===== config.mk =====
export PLATFORM = sky130hd
export DESIGN_NAME = tsc_timebase
export DESIGN_NICKNAME = d
export VERILOG_FILES = /design/src/rtl/tsc_pkg.sv /design/src/rtl/tsc_regs.sv /design/src/rtl/tsc_corr_timer.sv /design/src/rtl/tsc_accum.sv /design/src/rtl/tsc_timebase.sv
export SDC_FILE = /design/constraint.sdc
export NUM_CORES = 1
export LEC_CHECK = 0
export ABC_CLOCK_PERIOD_IN_PS = 10100
export BUFFER_PORTS_ARGS = -buffer_cell sky130_fd_sc_hd__buf_2
export CAP_MARGIN = 0
export CORE_MARGIN = 2
export CORE_UTILIZATION = 62
export CTS_CLUSTER_SIZE = 30
export DETAILED_ROUTE_END_ITERATION = 16
export PLACE_DENSITY_LB_ADDON = 0.08
export SLEW_MARGIN = 5
export SYNTH_ARGS = -nofsm -noshare
export SYNTH_HDL_FRONTEND = slang
export SYNTH_SLANG_ARGS = --single-unit

===== constraint.sdc =====
create_clock -name clk -period 10.1 [get_ports clk]
set_input_delay 0.505 -clock clk [delete_from_list [all_inputs] [get_ports clk]]
set_output_delay 0.505 -clock clk [all_outputs]
set_load 0.1 [all_outputs]

===== src/rtl/tsc_pkg.sv =====
package tsc_pkg;

    typedef logic [2:0] reg_addr_t;

    localparam reg_addr_t A_CTRL   = 3'd0;
    localparam reg_addr_t A_TIME   = 3'd1;
    localparam reg_addr_t A_PERIOD = 3'd2;
    localparam reg_addr_t A_CPER   = 3'd3;
    localparam reg_addr_t A_STEP   = 3'd4;

    localparam int CTL_RUN       = 0;
    localparam int CTL_WRAP_LO   = 4;
    localparam int CTL_WRAP_HI   = 5;
    localparam int CTL_RESTART   = 9;
    localparam int CTL_CAPTURE   = 11;
    localparam int STEP_CORR_LSB = 8;

    typedef enum logic {
        ST_STOP = 1'b0,
        ST_RUN  = 1'b1
    } run_state_e;

endpackage


===== src/rtl/tsc_regs.sv =====
module tsc_regs
    import tsc_pkg::*;
#(
    parameter int W      = 32,
    parameter int STEP_W = 7
) (
    input  logic              clk,
    input  logic              rst_n,
    input  logic              wr,
    input  logic [2:0]        addr,
    input  logic [W-1:0]      wdata,
    input  logic [W-1:0]      cap_val,
    output logic [W-1:0]      rdata,
    output logic              run,
    output logic              wrap_on,
    output logic [W-1:0]      period_q,
    output logic [W-1:0]      cper_q,
    output logic [STEP_W-1:0] norm_q,
    output logic [STEP_W-1:0] corr_q,
    output logic              restart_p,
    output logic              capture_p,
    output logic              load_p,
    output logic [W-1:0]      load_val
);

    run_state_e state_q, state_d;
    logic [1:0] wrap_q;
    logic       ctrl_wr;

    assign ctrl_wr   = wr && (addr == A_CTRL);
    assign restart_p = ctrl_wr && wdata[CTL_RESTART];
    assign capture_p = ctrl_wr && wdata[CTL_CAPTURE];
    assign load_p    = wr && (addr == A_TIME);
    assign load_val  = wdata;
    assign wrap_on   = (wrap_q == 2'b11);

    // state register
    always_ff @(posedge clk or negedge rst_n) begin
        if (!rst_n) state_q <= ST_STOP;
        else        state_q <= state_d;
    end

    // transitions START and HALT
    always_comb begin
        state_d = state_q;
        unique case (state_q)
            ST_STOP: if (ctrl_wr && wdata[CTL_RUN])  state_d = ST_RUN;
            ST_RUN:  if (ctrl_wr && !wdata[CTL_RUN]) state_d = ST_STOP;
            default: state_d = ST_STOP;
        endcase
    end

    // state outputs
    always_comb begin
        run = (state_q == ST_RUN);
    end

    always_ff @(posedge clk or negedge rst_n) begin
        if (!rst_n) begin
            wrap_q   <= '0;
            period_q <= '0;
            cper_q   <= '0;
            norm_q   <= '0;
            corr_q   <= '0;
        end else if (wr) begin
            unique case (addr)
                A_CTRL:   wrap_q   <= wdata[CTL_WRAP_HI:CTL_WRAP_LO];
                A_PERIOD: period_q <= wdata;
                A_CPER:   cper_q   <= wdata;
                A_STEP: begin
                    norm_q <= wdata[STEP_W-1:0];
                    corr_q <= wdata[STEP_CORR_LSB +: STEP_W];
                end
                default: ;
            endcase
        end
    end

    always_comb begin
        rdata = '0;
        unique case (addr)
            A_CTRL: begin
                rdata[CTL_RUN]                 = run;
                rdata[CTL_WRAP_HI:CTL_WRAP_LO] = wrap_q;
            end
            A_TIME:   rdata = cap_val;
            A_PERIOD: rdata = period_q;
            A_CPER:   rdata = cper_q;
            A_STEP: begin
                rdata[STEP_W-1:0]              = norm_q;
                rdata[STEP_CORR_LSB +: STEP_W] = corr_q;
            end
            default: rdata = '0;
        endcase
    end

endmodule


===== src/rtl/tsc_corr_timer.sv =====
module tsc_corr_timer #(
    parameter int W = 32
) (
    input  logic         clk,
    input  logic         rst_n,
    input  logic         advance,
    input  logic         clear,
    input  logic [W-1:0] cper,
    output logic         fire
);

    logic [W-1:0] cnt_q;
    logic         every_clk;

    assign every_clk = (cper <= W'(1));
    assign fire      = every_clk || (cnt_q >= cper);

    always_ff @(posedge clk or negedge rst_n) begin
        if (!rst_n)                 cnt_q <= '0;
        else if (clear)             cnt_q <= '0;
        else if (cper == '0)        cnt_q <= '0;
        else if (advance) begin
            if (fire) cnt_q <= '0;
            else      cnt_q <= cnt_q + W'(1);
        end
    end

endmodule


===== src/rtl/tsc_accum.sv =====
module tsc_accum #(
    parameter int W        = 32,
    parameter int STEP_W   = 7,
    parameter int ACTIVE_W = 31
) (
    input  logic              clk,
    input  logic              rst_n,
    input  logic              advance,
    input  logic              fire,
    input  logic [STEP_W-1:0] norm,
    input  logic [STEP_W-1:0] corr,
    input  logic              wrap_on,
    input  logic [W-1:0]      period,
    input  logic              restart,
    input  logic              load,
    input  logic [W-1:0]      load_val,
    input  logic              capture,
    output logic [W-1:0]      cnt,
    output logic [W-1:0]      cap
);

    localparam logic [W:0]   ONE_EXT = 1;
    localparam logic [W-1:0] MASK    = W'((ONE_EXT << ACTIVE_W) - ONE_EXT);

    logic [W-1:0]      cnt_q, cap_q, step_w, nxt, load_m;
    logic [STEP_W-1:0] step;
    logic [W:0]        sum;
    logic              wrap_hit;

    generate
        if (ACTIVE_W < W) begin : g_mask
            assign load_m = load_val & MASK;
        end else begin : g_full
            assign load_m = load_val;
        end
    endgenerate

    assign step     = fire ? corr : norm;
    assign step_w   = {{(W-STEP_W){1'b0}}, step};
    assign sum      = {1'b0, cnt_q} + {1'b0, step_w};
    assign wrap_hit = wrap_on && (sum >= {1'b0, period});
    assign nxt      = cnt_q + step_w - (wrap_hit ? period : '0);

    always_ff @(posedge clk or negedge rst_n) begin
        if (!rst_n)       cnt_q <= '0;
        else if (restart) cnt_q <= '0;
        else if (load)    cnt_q <= load_m;
        else if (advance) cnt_q <= nxt;
    end

    always_ff @(posedge clk or negedge rst_n) begin
        if (!rst_n)       cap_q <= '0;
        else if (capture) cap_q <= cnt_q;
    end

    assign cnt = cnt_q;
    assign cap = cap_q;

endmodule


===== src/rtl/tsc_timebase.sv =====
module tsc_timebase #(
    parameter int W        = 32,
    parameter int STEP_W   = 7,
    parameter int ACTIVE_W = 31
) (
    input  logic         clk,
    input  logic         rst_n,
    input  logic         reg_wr,
    input  logic [2:0]   reg_addr,
    input  logic [W-1:0] reg_wdata,
    output logic [W-1:0] reg_rdata,
    output logic [W-1:0] ns_now
);

    logic              run_w, wrap_on_w, restart_w, capture_w, load_w, fire_w;
    logic [W-1:0]      period_w, cper_w, load_val_w, cap_w, cnt_w;
    logic [STEP_W-1:0] norm_w, corr_w;

    tsc_regs #(.W(W), .STEP_W(STEP_W)) u_regs (
        .clk       (clk),
        .rst_n     (rst_n),
        .wr        (reg_wr),
        .addr      (reg_addr),
        .wdata     (reg_wdata),
        .cap_val   (cap_w),
        .rdata     (reg_rdata),
        .run       (run_w),
        .wrap_on   (wrap_on_w),
        .period_q  (period_w),
        .cper_q    (cper_w),
        .norm_q    (norm_w),
        .corr_q    (corr_w),
        .restart_p (restart_w),
        .capture_p (capture_w),
        .load_p    (load_w),
        .load_val  (load_val_w)
    );

    tsc_corr_timer #(.W(W)) u_corr (
        .clk     (clk),
        .rst_n   (rst_n),
        .advance (run_w),
        .clear   (restart_w),
        .cper    (cper_w),
        .fire    (fire_w)
    );

    tsc_accum #(.W(W), .STEP_W(STEP_W), .ACTIVE_W(ACTIVE_W)) u_acc (
        .clk      (clk),
        .rst_n    (rst_n),
        .advance  (run_w),
        .fire     (fire_w),
        .norm     (norm_w),
        .corr     (corr_w),
        .wrap_on  (wrap_on_w),
        .period   (period_w),
        .restart  (restart_w),
        .load     (load_w),
        .load_val (load_val_w),
        .capture  (capture_w),
        .cnt      (cnt_w),
        .cap      (cap_w)
    );

    assign ns_now = cnt_w;

endmodule


* After elaboration in Yosys (flattened, before gate mapping)
Cells that the tools add are included.
W data, S select, Z words.
** Storage, ports and cells
- Flip-flop bits (word level) :: 177
- Input bits :: 38
- Output and inout bits :: 64
- Logic and storage cells :: 58
** Operators by class
- Add/subtract/negate cells :: 4
- Magnitude comparators :: 3
- Eq/ne operators :: 5
- Muxes and demuxes :: 19
- Bitwise logic cells :: 1
- Reduce and logical (&&, ||, !) cells :: 17
** Operator list (number)
- $mux W32 :: 8
- $pmux W17 S3 :: 1
- $add A32 B7 Y33 :: 1
- $ge A33 B32 Y1 :: 1
- $add A32 B1 Y32 const B :: 1
- $add A32 B7 Y32 :: 1
- $ge A32 B32 Y1 :: 1
- $le A32 B1 Y1 const B :: 1
- $logic_not A32 Y1 :: 1
- $sub A32 B32 Y32 :: 1
- $pmux W7 S4 :: 1
- $pmux W3 S4 :: 1
- $pmux W2 S5 :: 1
- $reduce_and A2 Y1 :: 4
- $logic_and A1 B1 Y1 :: 7
- $mux W7 :: 1
- $eq A3 B2 Y1 const B :: 2
- $reduce_bool A3 Y1 :: 2
- $pmux W1 S5 :: 1
- $pmux W1 S4 :: 1
- $eq A3 B1 Y1 const B :: 1
- $eq A3 B3 Y1 const B :: 1
- $logic_not A3 Y1 :: 1
- $pmux W1 S3 :: 1
- other kinds (6) :: 7

* Depth between registers and ports, before layout
Gate-level depths: netlist of run 1.
- Depth after elaboration :: 11
- Mapped depth :: 45
- Gate-level depth less buffers :: 44

* By module
A second synthesis of run 1 with hierarchy kept.
** Unflattened totals
- Cell total of the unflattened synthesis :: 1416
- Area total of the unflattened synthesis :: 13451.7 um^2
** Modules (own cells, without submodules)
- tsc_accum :: instances 1, cells each 773, area an instance 6543.8 um^2, seq. area each 1601.5 um^2
- tsc_regs :: instances 1, cells each 337, area an instance 4220.3 um^2, seq. area each 2026.9 um^2
- tsc_corr_timer :: instances 1, cells each 306, area an instance 2687.6 um^2, seq. area each 800.8 um^2

* Worst setup path after synthesis of run 1
OpenSTA, ideal clock, no wires.
- Path kind :: register -> register
- From :: register u_corr.cnt_q[13]
- To :: register u_acc.cnt_q[30], in the netlist u_acc.cnt[30]
- Library setup time :: 0.126 ns
- Arrival time :: 8.732 ns
- Data required time :: 9.974 ns
- Slack :: 1.241 ns
- Stages on the path, launching flop included :: 43
- Path buffers :: 2
- Clock period less this slack :: 8.859 ns
- Cells stage by stage :: dfrtp_1 > ha_1 > o21a_1 > o21ai_0 > a211oi_1 > nand3_1 > a211oi_1 > and4bb_1 > nor2_2 > mux2_2 > ha_1 > a21o_1 > a21o_1 > a21o_1 > a21oi_1 > o21bai_1 > a21oi_1 > nor2_1 > (+7 left out) > o41ai_1 > a31oi_1 > o21ai_0 > and3_1 > clkbuf_1 > clkbuf_1 > nand2_1 > fa_1 > fa_1 > a21o_1 > a221oi_2 > nand2_1 > a221o_1 > a2111o_1 > nand3_1 > o21ai_0 > xor2_1 > a221o_1
** On the way
- Longest elaborated chain between the ends :: 11
- Elaborated cells between the ends (all ways) :: 12
- Classes of those cells :: add/sub: 3; order compare: 2; mux: 5; reduce/logical: 2
** Ends and longest elaborated chain
- from (decl) :: RTL line tsc_corr_timer.sv:12 : logic [W-1:0] cnt_q;
- from (signal assigned) :: RTL line tsc_corr_timer.sv:24 : else cnt_q <= cnt_q + W'(1);
- $ge A32 B32 Y1 (*) :: RTL line tsc_corr_timer.sv:16 : assign fire = every_clk || (cnt_q >= cper);
- $logic_or A1 B1 Y1 (*) :: RTL line tsc_corr_timer.sv:16
- $mux W7 (*) :: RTL line tsc_accum.sv:38 : assign step = fire ? corr : norm;
- $add A32 B7 Y33 :: RTL line tsc_accum.sv:40 : assign sum = {1'b0, cnt_q} + {1'b0, step_w};
- $ge A33 B32 Y1 :: RTL line tsc_accum.sv:41 : assign wrap_hit = wrap_on && (sum >= {1'b0, period});
- $logic_and A1 B1 Y1 :: RTL line tsc_accum.sv:41
- $mux W32 :: RTL line tsc_accum.sv:42 : assign nxt = cnt_q + step_w - (wrap_hit ? period : '0);
- $sub A32 B32 Y32 (*) :: RTL line tsc_accum.sv:42
- $mux W32 (*) :: RTL line tsc_accum.sv:48 : else if (advance) cnt_q <= nxt;
- $mux W32 (*) :: RTL line tsc_accum.sv:47 : else if (load) cnt_q <= load_m;
- $mux W32 (*) :: RTL line tsc_accum.sv:46 : else if (restart) cnt_q <= '0;
- to (signal assigned) :: RTL line tsc_accum.sv:47
- to (signal assigned) :: RTL line tsc_accum.sv:48
- to (decl) :: RTL line tsc_accum.sv:25 : logic [W-1:0] cnt_q, cap_q, step_w, nxt, load_m;
Every way passes the cells marked *; elsewhere a longest branch is shown, timed or not. The select of a mux whose other input is x is not followed.
A chain may end at the register's enable or synchronous reset.

* Worst setup path in the final report of run 1
- From :: register u_regs.cper_q[25]
- To :: register u_acc.cnt_q[30], in the netlist u_acc.cnt[30]
** On the way
- Longest elaborated chain between the ends :: 11
- Elaborated cells between the ends (all ways) :: 13
- Classes of those cells :: add/sub: 3; order compare: 3; mux: 5; reduce/logical: 2
** Ends and longest elaborated chain
- from (decl) :: RTL line tsc_regs.sv:17 : output logic [W-1:0] cper_q,
- from (signal assigned) :: RTL line tsc_regs.sv:69 : A_CPER: cper_q <= wdata;
- $le A32 B1 Y1 / $ge A32 B32 Y1 (equally long branches) :: RTL line tsc_corr_timer.sv:15, tsc_corr_timer.sv:16
- $logic_or A1 B1 Y1 (*) :: RTL line tsc_corr_timer.sv:16
- $mux W7 (*) :: RTL line tsc_accum.sv:38
- $add A32 B7 Y33 :: RTL line tsc_accum.sv:40
- $ge A33 B32 Y1 :: RTL line tsc_accum.sv:41
- $logic_and A1 B1 Y1 :: RTL line tsc_accum.sv:41
- $mux W32 :: RTL line tsc_accum.sv:42
- $sub A32 B32 Y32 (*) :: RTL line tsc_accum.sv:42
- $mux W32 (*) :: RTL line tsc_accum.sv:48
- $mux W32 (*) :: RTL line tsc_accum.sv:47
- $mux W32 (*) :: RTL line tsc_accum.sv:46
Marks and branches as above.

==> results of run 1 <==
==> cells in the final DEF, fill, tap and decap left out, drive strengths merged, types with 19 or more instances in the layout <==
cell	count
nand4	19
nand2	179
inv	105
a22oi	30
mux2i	25
nor2	101
xnor2	39
a211oi	28
a21o	27
dfrtp	177
buf	124
mux2	108
ha	129
nand3	47
o21ai	113
a21oi	62
==> metal layers <==
metal  up-vias  GRT usage [%]  share of wire, %
li1       5284              -                 -
met1      5584           50.1                42
met2       518           58.8                47
met3       105           5.95               7.6
met4         2           13.8               3.5
met5         -              0             0.033
==> power breakdown <==
part           internal [mW]  switching (mW)
sequential             0.924           0.318
clock                  0.353           0.338
combinational           1.13            1.95
total                   2.40            2.61
==> critical path: cells and delay by family, from the launching register on <==
family | cells | cell delay (ns)
buffers and inverters | 3 | 0.18
multiplexers | 1 | 0.25
adder cells (fa/ha/maj) | 7 | 2.10
flip-flops | 1 | 0.40
AO/OA/AOI/OAI | 19 | 4.27
AND/OR/NAND/NOR | 11 | 2.08
XOR/XNOR | 2 | 0.31
==> stage by stage <==
| step | worst slack (ns) | instances | setup TNS [ns] | utilization, % |
|---|---|---|---|---|
| 6_report | 0.399 | 1795 | 0 | 70.6 |
| 5_1_grt | -0.0379 | 1795 | -0.0638 | 70.6 |
| 4_1_cts | 0.178 | 1795 | 0 | 70.4 |
| 3_5_place_dp | 0.272 | 1763 | 0 | 67.5 |
| 3_3_place_gp | 0.548 | 1763 | 0 | 67.5 |
| 2_1_floorplan | 1.24 | 1426 | 0 | - |
==> registers in the layout (all words and copies together), names as in the netlist, named ones only <==
name             cells
u_acc.cap           32
u_acc.cnt           32
u_corr.cnt_q        32
u_regs.corr_q        7
u_regs.cper_q       32
u_regs.norm_q        7
u_regs.period_q     32
u_regs.wrap_q        2
==> logic make-up (layout without fill, tap and decap cells) <==
logic type      Yosys count  count (layout)
mux                     134             134
simple gates            438             438
buf+inv                 153             252
xor+xnor                 57              57
compound gates          330             330
flops                   177             177
fa+ha+maj               137             137
==> final cells by class <==
class                           instances  area, um^2
Tap cell                              270         338
Timing Repair Buffer                  124         684
Sequential cell                       177        4430
Fill cell                            1630        5970
Clock inverter                         15         165
Inverter                               96         360
Multi-Input combinational cell       1096        7930
Clock buffer                           17         425
==> path summary, 6_finish.rpt <==
kind                                                    to  slack (ns)  cells after the start
max reg2reg                      u_acc.cnt[30]$_DFFE_PN0P_        0.40                     43
max in group asynchronous                        async pin        8.10                      3
max                              u_acc.cnt[30]$_DFFE_PN0P_        0.40                     43
min in group clk           u_regs.period_q[31]$_DFFE_PN0P_        0.28                      3
min                          u_regs.cper_q[26]$_DFFE_PN0P_        0.03                      1
min reg2reg                      u_acc.cap[16]$_DFFE_PN0P_        0.49                      2
==> repair_timing <==
action,in CTS,in global routing
gates resized for setup,0,11
setup endpoints to repair,0,12
buffers inserted,0,0
==> out/qor.csv, run 1 <==
metric,value,unit
Synth async-reset ratio,100,%
Clock Sinks,177,
crit end category,flip-flop,
most numerous cell in the Yosys netlist,nand2_1,
status,completed,
max_cap viols,0,
number of global-route vias before repair,11000,
Nets,1687,
worst flop-to-flop path startpoint,u_regs.cper_q[25]$_DFFE_PN0P_,
highest cell delay on the worst timing path,0.44,ns
H-tree depth,4,
Worst-path clk slew,0.08,ns
I/O pin cnt,102,
"Hold Vio Cnt, Final",0,
YS warnings,0,
gr usage total,36.6,%
post-synthesis adder-cell area fraction,13.8,%
Post-Route Skew,0.0117,ns
Crit path required time,10.42,ns
die area,22000,um^2
Tmin final,9.70,ns
Initial Utilization,63.5,%
synth top area cells,"dfrtp_1, ha_1, mux2_2",
initial antenna violation count,2,
TritonCTS buffer count,17,
top-area cell type share of the netlist area,34.4,%
Unique masters post-synth,67,
Clock Latency Late Sink,0.45,ns
slew margin rel.,37.2,%
Post-Synth XOR/XNOR Area,3.87,%
wire per inst,22.1,um
Hold Crit Class,primary input to async pin,
largest net degree at the start of global routing,65,
core outline area,20300,um^2
Area growth syn-to-layout,11.2,%
total iterations of the first detailed-routing run,6,
gr ovfl total,0,
Post-DRT Antenna Nets,0,
initial drt markers,1048,
post-synthesis mux area share,11.6,%
Antenna Cells,0,
DRT Wirelength,39.7,mm
Final Power,5.01,mW
first-pass GRT wire length,61.8,mm
CP Max Fanout,7,
Post-synth EDFFs,0,
hpwl dp,28.8,mm
via count,11500,
Root Buffer,clkbuf_16,
std cell rows,52,
DRC viols,0,
Final Setup Violations,0,
Least-Margin Pin Slew,0.938,ns
Chip Width,148,um
CP arrival,10.02,ns
syn_area_per_cell,9.04,um^2
DP Area,13700,um^2
Placer Congestion,0.970,
syn_nets,1601,
Synth Instances,1426,
WS Path Type,flip-flop to flip-flop,
share of layout cells above drive strength 1,18.8,%
largest family of logic cells by synthesized area,compound AO/OA/AOI/OAI gates,
CTS tree,built,
synthesized area,12900,um^2
Leakage,6.64,nW
Critical Path Source Type,flip-flop,
hold_ws,0.0264,ns
Vias/cell,6.40,
post-synthesis register bit count,177,
top_reg_cell synth,dfrtp_1,
cell accounting for the most synthesized area,dfrtp_1,
CTS Hold Bufs,0,
crit path launch,u_regs.cper_q[25]$_DFFE_PN0P_,
pwr/cell area,350,nW/um^2
sequential share of the synthesized area,34.4,%
worst vdd ir,0.324,mV
Tcrit/Tclk final,96.0,%
Final Max Slew Viols,0,
die height,148,um
"Design Area, Final",14300,um^2
# port buffers,101,
clk buf depth,2,
Post-synth top cells,"nand2_1, dfrtp_1, ha_1",
Synth Area in Simple Gates,15.7,%
cell mode on critical path,ha_1,
Fmax achieved,103,MHz
slowest CP cell,a2111o_1,
Compound-Gate Fraction of Synth Area,16.2,%
Note: power is estimated with default switching activity, not from simulation.
==> inputs of run 2 (changes only) <==
--- a/config.mk
+++ b/config.mk
@@ -12,7 +12,7 @@
 export CORE_UTILIZATION = 62
 export CTS_CLUSTER_SIZE = 30
 export DETAILED_ROUTE_END_ITERATION = 16
-export PLACE_DENSITY_LB_ADDON = 0.08
+export PLACE_DENSITY_LB_ADDON = 0.1
 export SLEW_MARGIN = 5
 export SYNTH_ARGS = -nofsm -noshare
 export SYNTH_HDL_FRONTEND = slang
==> out/qor.csv, run 2 (same netlist as run 1, synthesis figures left out) <==
metric,value,unit,change
Worst Setup Slack post-DPL,0.339,ns,+0.0673 ns
Filler Cell Count,1598,,-2.0%
I/O pin cnt,102,,unchanged
std cell rows,52,,unchanged
post_cts resized,0,,unchanged
CP Max Fanout,13,,+6
H-tree depth,4,,unchanged
RSZ-0062 raised after global routing,no,,
Final Setup Violations,0,,unchanged
Tmin final,9.64,ns,-0.0568 ns
Fmax achieved,104,MHz,+0.59%
gr ovfl total,0,,unchanged
Setup TNS Final,0,ns,unchanged
Nets,1683,,-0.24%
Net Sw Frac,51.1,%,-0.96 points
share of layout cells above drive strength 1,18.6,%,-0.21 points
crit end category,flip-flop,,
number of global-route vias before repair,11100,,+0.47%
pwr/cell area,355,nW/um^2,+1.6%
"Design Area, Final",14400,um^2,+0.22%
die height,148,um,unchanged
max_cap viols,0,,unchanged
total iterations of the first detailed-routing run,7,,+1
Placer Congestion,1.01,,+4.0%
Final Max Slew Viols,0,,unchanged
"commonest non-fill, non-tap cell in the layout",nand2_1,,
CTS Hold Bufs,0,,unchanged
Hold Crit Class,primary input to async pin,,
Clock Latency Late Sink,0.45,ns,about the same
CTS tree,built,,
clk buf depth,2,,unchanged
DRT Wirelength,39.5,mm,-0.46%
P_int,2.50,mW,+3.8%
first-pass GRT wire length,62.3,mm,+0.80%
Clock Power Share,14.9,%,+1.1 points
hpwl dp,28.4,mm,-1.5%
post-CTS setup buffer count,0,,unchanged
Post-Route Skew,0.0167,ns,+0.00499 ns
Logic pwr share,60.9,%,-0.5 points
CP arrival,9.97,ns,-0.05 ns
Leakage,6.65,nW,+0.17%
DRC viols,0,,unchanged
via count,11600,,+0.94%
Critical Path Source Type,flip-flop,,
initial antenna violation count,0,,-2
Tcrit/Tclk final,95.5,%,-0.56 points
Area growth syn-to-layout,11.4,%,
P_sw,2.60,mW,about the same
Vias/cell,6.48,,+1.2%
largest net degree at the start of global routing,103,,+58%
final setup margin,0.456,ns,+0.0568 ns
core outline area,20300,um^2,unchanged
Crit path required time,10.42,ns,about the same
Initial Utilization,63.5,%,unchanged
status,completed,,
# port buffers,101,,unchanged
WS Path Type,flip-flop to flip-flop,,
slowest CP cell,o21ai_0,,
TritonCTS buffer count,17,,unchanged
Clock Sinks,177,,unchanged
Least-Margin Pin Slew,1.10,ns,+0.161 ns
slew margin rel.,26.7,%,-10 points
"Hold Vio Cnt, Final",0,,unchanged
worst vdd ir,0.345,mV,+6.7%
most frequent cells in the layout,"nand2_1, dfrtp_1, ha_1",,
DP Area,13700,um^2,-0.22%
die area,22000,um^2,unchanged
cell mode on critical path,a21oi_1,,
gr usage total,36.6,%,about the same
Seq pwr share,24.3,%,-0.5 points
Antenna Cells,0,,unchanged
highest cell delay on the worst timing path,0.52,ns,+0.08 ns
Root Buffer,clkbuf_16,,
Post-DRT Antenna Nets,0,,unchanged
initial drt markers,1057,,+0.86%
Worst-path clk slew,0.07,ns,about the same
Chip Width,148,um,unchanged
wire per inst,22.0,um,-0.24%
-- run 2: metal layers --
layer,GRT usage [%],vias to the layer above,part of all wire [%]
met2,57.7,604,46
li1,-,5277,-
met1,51.6,5629,43
met4,11.0,0,2.7
met3,6.93,91,8.9
met5,0,-,0
-- run 2: worst max-delay path: cells and delay by family, from the launching register on --
| kind | cells | cell delay [ns] |
|---|---|---|
| compound gates | 22 | 4.35 |
| fa+ha+maj | 6 | 2.01 |
| mux | 1 | 0.26 |
| simple gates | 9 | 1.60 |
| xor+xnor | 2 | 0.30 |
| flops | 1 | 0.44 |
| buf+inv | 4 | 0.53 |
-- run 2: power by group through the flow --
stage / registers [mW] / logic (mW) / clock network, mW
floorplan: 1.59 / 1.95 / 0
global placement: 1.23 / 2.96 / 0
detailed placement: 1.23 / 3.02 / 0
CTS: 1.22 / 3.04 / 0.762
global route: 1.26 / 3.37 / 0.791
finish: 1.24 / 3.10 / 0.759
-- run 2: area by class of cell --
cell class	count	area [um^2]	share of cell area [%]
clock inverters	14	224	1.56
multi-input cells	1096	7930	55.2
repair buffers	120	654	4.56
clock buffers	18	429	2.99
flip-flops and latches	177	4430	30.9
well taps	270	338	2.35
inverters	96	360	2.51
-- run 2: path summary, 6_finish.rpt --
check	from	cells after the start	slack, ns	endpoint
max	u_regs.cper_q[17]$_DFFE_PN0P_	44	0.46	u_acc.cnt[31]$_DFFE_PN0P_
min	rst_n	1	0.18	u_acc.cap[27]$_DFFE_PN0P_
max reg2reg	u_regs.cper_q[17]$_DFFE_PN0P_	44	0.46	u_acc.cnt[31]$_DFFE_PN0P_
min reg2reg	u_acc.cap[0]$_DFFE_PN0P_	2	0.49	u_acc.cap[0]$_DFFE_PN0P_
max in group asynchronous	rst_n	2	8.30	async pin
min in group clk	reg_wdata[7]	3	0.30	u_regs.period_q[7]$_DFFE_PN0P_
-- run 2: metrics by stage --
step                      hold WS, ns  util [%]  cells  power (mW)
after global routing            0.271      70.8   1791        5.42
after detailed placement        0.477      67.3   1759        4.25
after CTS                       0.231      70.5   1791        5.03
after floorplan                 0.209         -   1426        3.54
final                           0.183      70.8   1791        5.10
after global placement          0.466      67.3   1759        4.19
==> inputs of run 3 (changes only) <==
--- a/config.mk
+++ b/config.mk
@@ -5,11 +5,11 @@
 export SDC_FILE = /design/constraint.sdc
 export NUM_CORES = 1
 export LEC_CHECK = 0
-export ABC_CLOCK_PERIOD_IN_PS = 10100
+export ABC_CLOCK_PERIOD_IN_PS = 12500
 export BUFFER_PORTS_ARGS = -buffer_cell sky130_fd_sc_hd__buf_2
 export CAP_MARGIN = 0
 export CORE_MARGIN = 2
-export CORE_UTILIZATION = 62
+export CORE_UTILIZATION = 65
 export CTS_CLUSTER_SIZE = 30
 export DETAILED_ROUTE_END_ITERATION = 16
 export PLACE_DENSITY_LB_ADDON = 0.1
==> constraint.sdc (replaced) <==
create_clock -name clk -period 12.5 [get_ports clk]
set_input_delay 0.625 -clock clk [delete_from_list [all_inputs] [get_ports clk]]
set_output_delay 0.625 -clock clk [all_outputs]
set_load 0.1 [all_outputs]
==> out/qor.csv, run 3 (same netlist as run 1, synthesis figures left out) <==
metric,value,unit,change
gr ovfl total,0,,unchanged
I/O pin cnt,102,,unchanged
via count,11400,,-1.7%
cell mode on critical path,a21oi_1,,
Root Buffer,clkbuf_16,,
core outline area,19500,um^2,-4.1%
highest cell delay on the worst timing path,0.57,ns,+0.05 ns
Tmin final,10.82,ns,+1.17 ns
slew margin rel.,18.8,%,-8.0 points
TritonCTS buffer count,17,,unchanged
Leakage,6.58,nW,-1.1%
Critical Path Source Type,flip-flop,,
Nets,1678,,-0.30%
total iterations of the first detailed-routing run,5,,-2
worst r2r dst,u_acc.cnt[31]$_DFFE_PN0P_,,
Worst Setup Slack post-DPL,2.12,ns,+1.78 ns
hpwl dp,27.9,mm,-1.5%
CTS Hold Bufs,0,,unchanged
WS Path Type,flip-flop to flip-flop,,
number of global-route vias before repair,10900,,-1.3%
R2R cell count,42,,-4.5%
first-pass GRT wire length,59.5,mm,-4.4%
clk buf depth,2,,unchanged
Tcrit/Tclk final,86.5,%,-9.0 points
most frequent cells in the layout,"nand2_1, dfrtp_1, ha_1",,
Chip Width,145,um,-2.3%
slowest CP cell,a21boi_0,,
DRC viols,0,,unchanged
Placer Congestion,0.973,,-3.5%
Fmax achieved,92.5,MHz,-11%
Post-Route Skew,0.0112,ns,-0.00551 ns
Post-DRT Antenna Nets,0,,unchanged
Final Setup Violations,0,,unchanged
Antenna Cells,0,,unchanged
RSZ-0062 raised after global routing,no,,
worst vdd ir,0.251,mV,-27%
gr usage total,37.5,%,+0.91 points
# port buffers,101,,unchanged
hold_ws,0.288,ns,+0.105 ns
CTS tree,built,,
Bufs and invs on worst path,2,,-2
Vias/cell,6.40,,-1.1%
crit end category,flip-flop,,
post-CTS setup buffer count,0,,unchanged
CP arrival,11.15,ns,+1.18 ns
initial antenna violation count,0,,unchanged
die area,21000,um^2,-4.5%
post_cts resized,0,,unchanged
largest net degree at the start of global routing,100,,-2.9%
pwr/cell area,281,nW/um^2,-21%
Area growth syn-to-layout,10.0,%,
"commonest non-fill, non-tap cell in the layout",nand2_1,,
"Hold Vio Cnt, Final",0,,unchanged
Clock Latency Late Sink,0.45,ns,about the same
Setup TNS Final,0,ns,unchanged
DP Area,13600,um^2,-0.32%
Filler Cell Count,1538,,-3.8%
Worst-path clk slew,0.07,ns,about the same
final setup margin,1.68,ns,+1.23 ns
flop-to-flop setup slack,1.68,ns,+1.23 ns
Final Max Slew Viols,0,,unchanged
status,completed,,
share of layout cells above drive strength 1,17.8,%,-0.80 points
Clock Sinks,177,,unchanged
CP Max Fanout,24,,+11
"Design Area, Final",14200,um^2,-1.3%
Least-Margin Pin Slew,1.21,ns,+0.113 ns
H-tree depth,4,,unchanged
std cell rows,51,,-1.9%
fin util,72.9,%,+2.1 points
crit-path leading delay family,compound AO/OA/AOI/OAI gates,,
die height,145,um,-2.3%
Crit path required time,12.84,ns,+2.42 ns
DRT Wirelength,38.0,mm,-3.7%
Hold Crit Class,primary input to async pin,,
Initial Utilization,66.2,%,+2.7 points
max_cap viols,0,,unchanged
initial drt markers,1046,,-1.0%
wire per inst,21.3,um,-3.1%
worst flop-to-flop path startpoint,u_regs.cper_q[17]$_DFFE_PN0P_,,
run 3: changes by cell type in the layout (fill, tap and decap cells not counted), sizes merged:
cell | previous run | this run
inv | 101 | 105
buf | 120 | 115
bufinv | 5 | 0
clkbuf | 18 | 19
run 3: worst max path at each step:
| stage | start | end | slack, ns | depth (start not counted) |
|---|---|---|---|---|
| floorplan | u_corr.cnt_q[13]$_DFFE_PN0P_ | u_acc.cnt[30]$_DFFE_PN0P_ | 3.64 | 42 |
| global placement | u_regs.cper_q[17]$_DFFE_PN0P_ | u_acc.cnt[30]$_DFFE_PN0P_ | 2.40 | 41 |
| detailed placement | u_regs.cper_q[17]$_DFFE_PN0P_ | u_acc.cnt[31]$_DFFE_PN0P_ | 2.12 | 42 |
| CTS | u_regs.cper_q[17]$_DFFE_PN0P_ | u_acc.cnt[30]$_DFFE_PN0P_ | 1.96 | 41 |
| global route | u_regs.cper_q[17]$_DFFE_PN0P_ | u_acc.cnt[31]$_DFFE_PN0P_ | 1.04 | 42 |
| finish | u_regs.cper_q[17]$_DFFE_PN0P_ | u_acc.cnt[31]$_DFFE_PN0P_ | 1.68 | 42 |
run 3: metal layers:
metal  wire (um)  track usage [%]
met1       15800             50.0
met3        3090             6.98
met5           0                0
met2       17900             60.7
met4        1260             14.8
run 3: power breakdown:
part	internal, mW	switching (mW)
combinational	0.892	1.56
sequential	0.747	0.253
clock	0.269	0.261
total	1.91	2.08
run 3: through the flow:
step,total power [mW],std cells
after floorplan,2.86,1426
after global placement,3.36,1749
after detailed placement,3.41,1749
after CTS,3.96,1781
after global routing,4.26,1781
final,3.99,1781
run 3: final cells by class:
cell class,instances,area [um^2],area share [%]
multi-input combinational,1096,7880,55.6
sequential,177,4430,31.2
timing repair buffer,115,617,4.35
clock buffer,19,443,3.12
inverter,96,360,2.54
tap,265,332,2.34
clock inverter,13,119,0.838
run 3: worst register-to-register path: cells and delay by family, from the launching register on:
family / cells / cell delay, ns
and+or+nand+nor: 13 / 2.67
adders and majority gates: 5 / 1.72
buffers and inverters: 2 / 0.50
xor gates and xnor gates: 2 / 0.38
muxes: 1 / 0.46
DFF: 1 / 0.49
AOI/OAI and AO/OA: 19 / 4.50
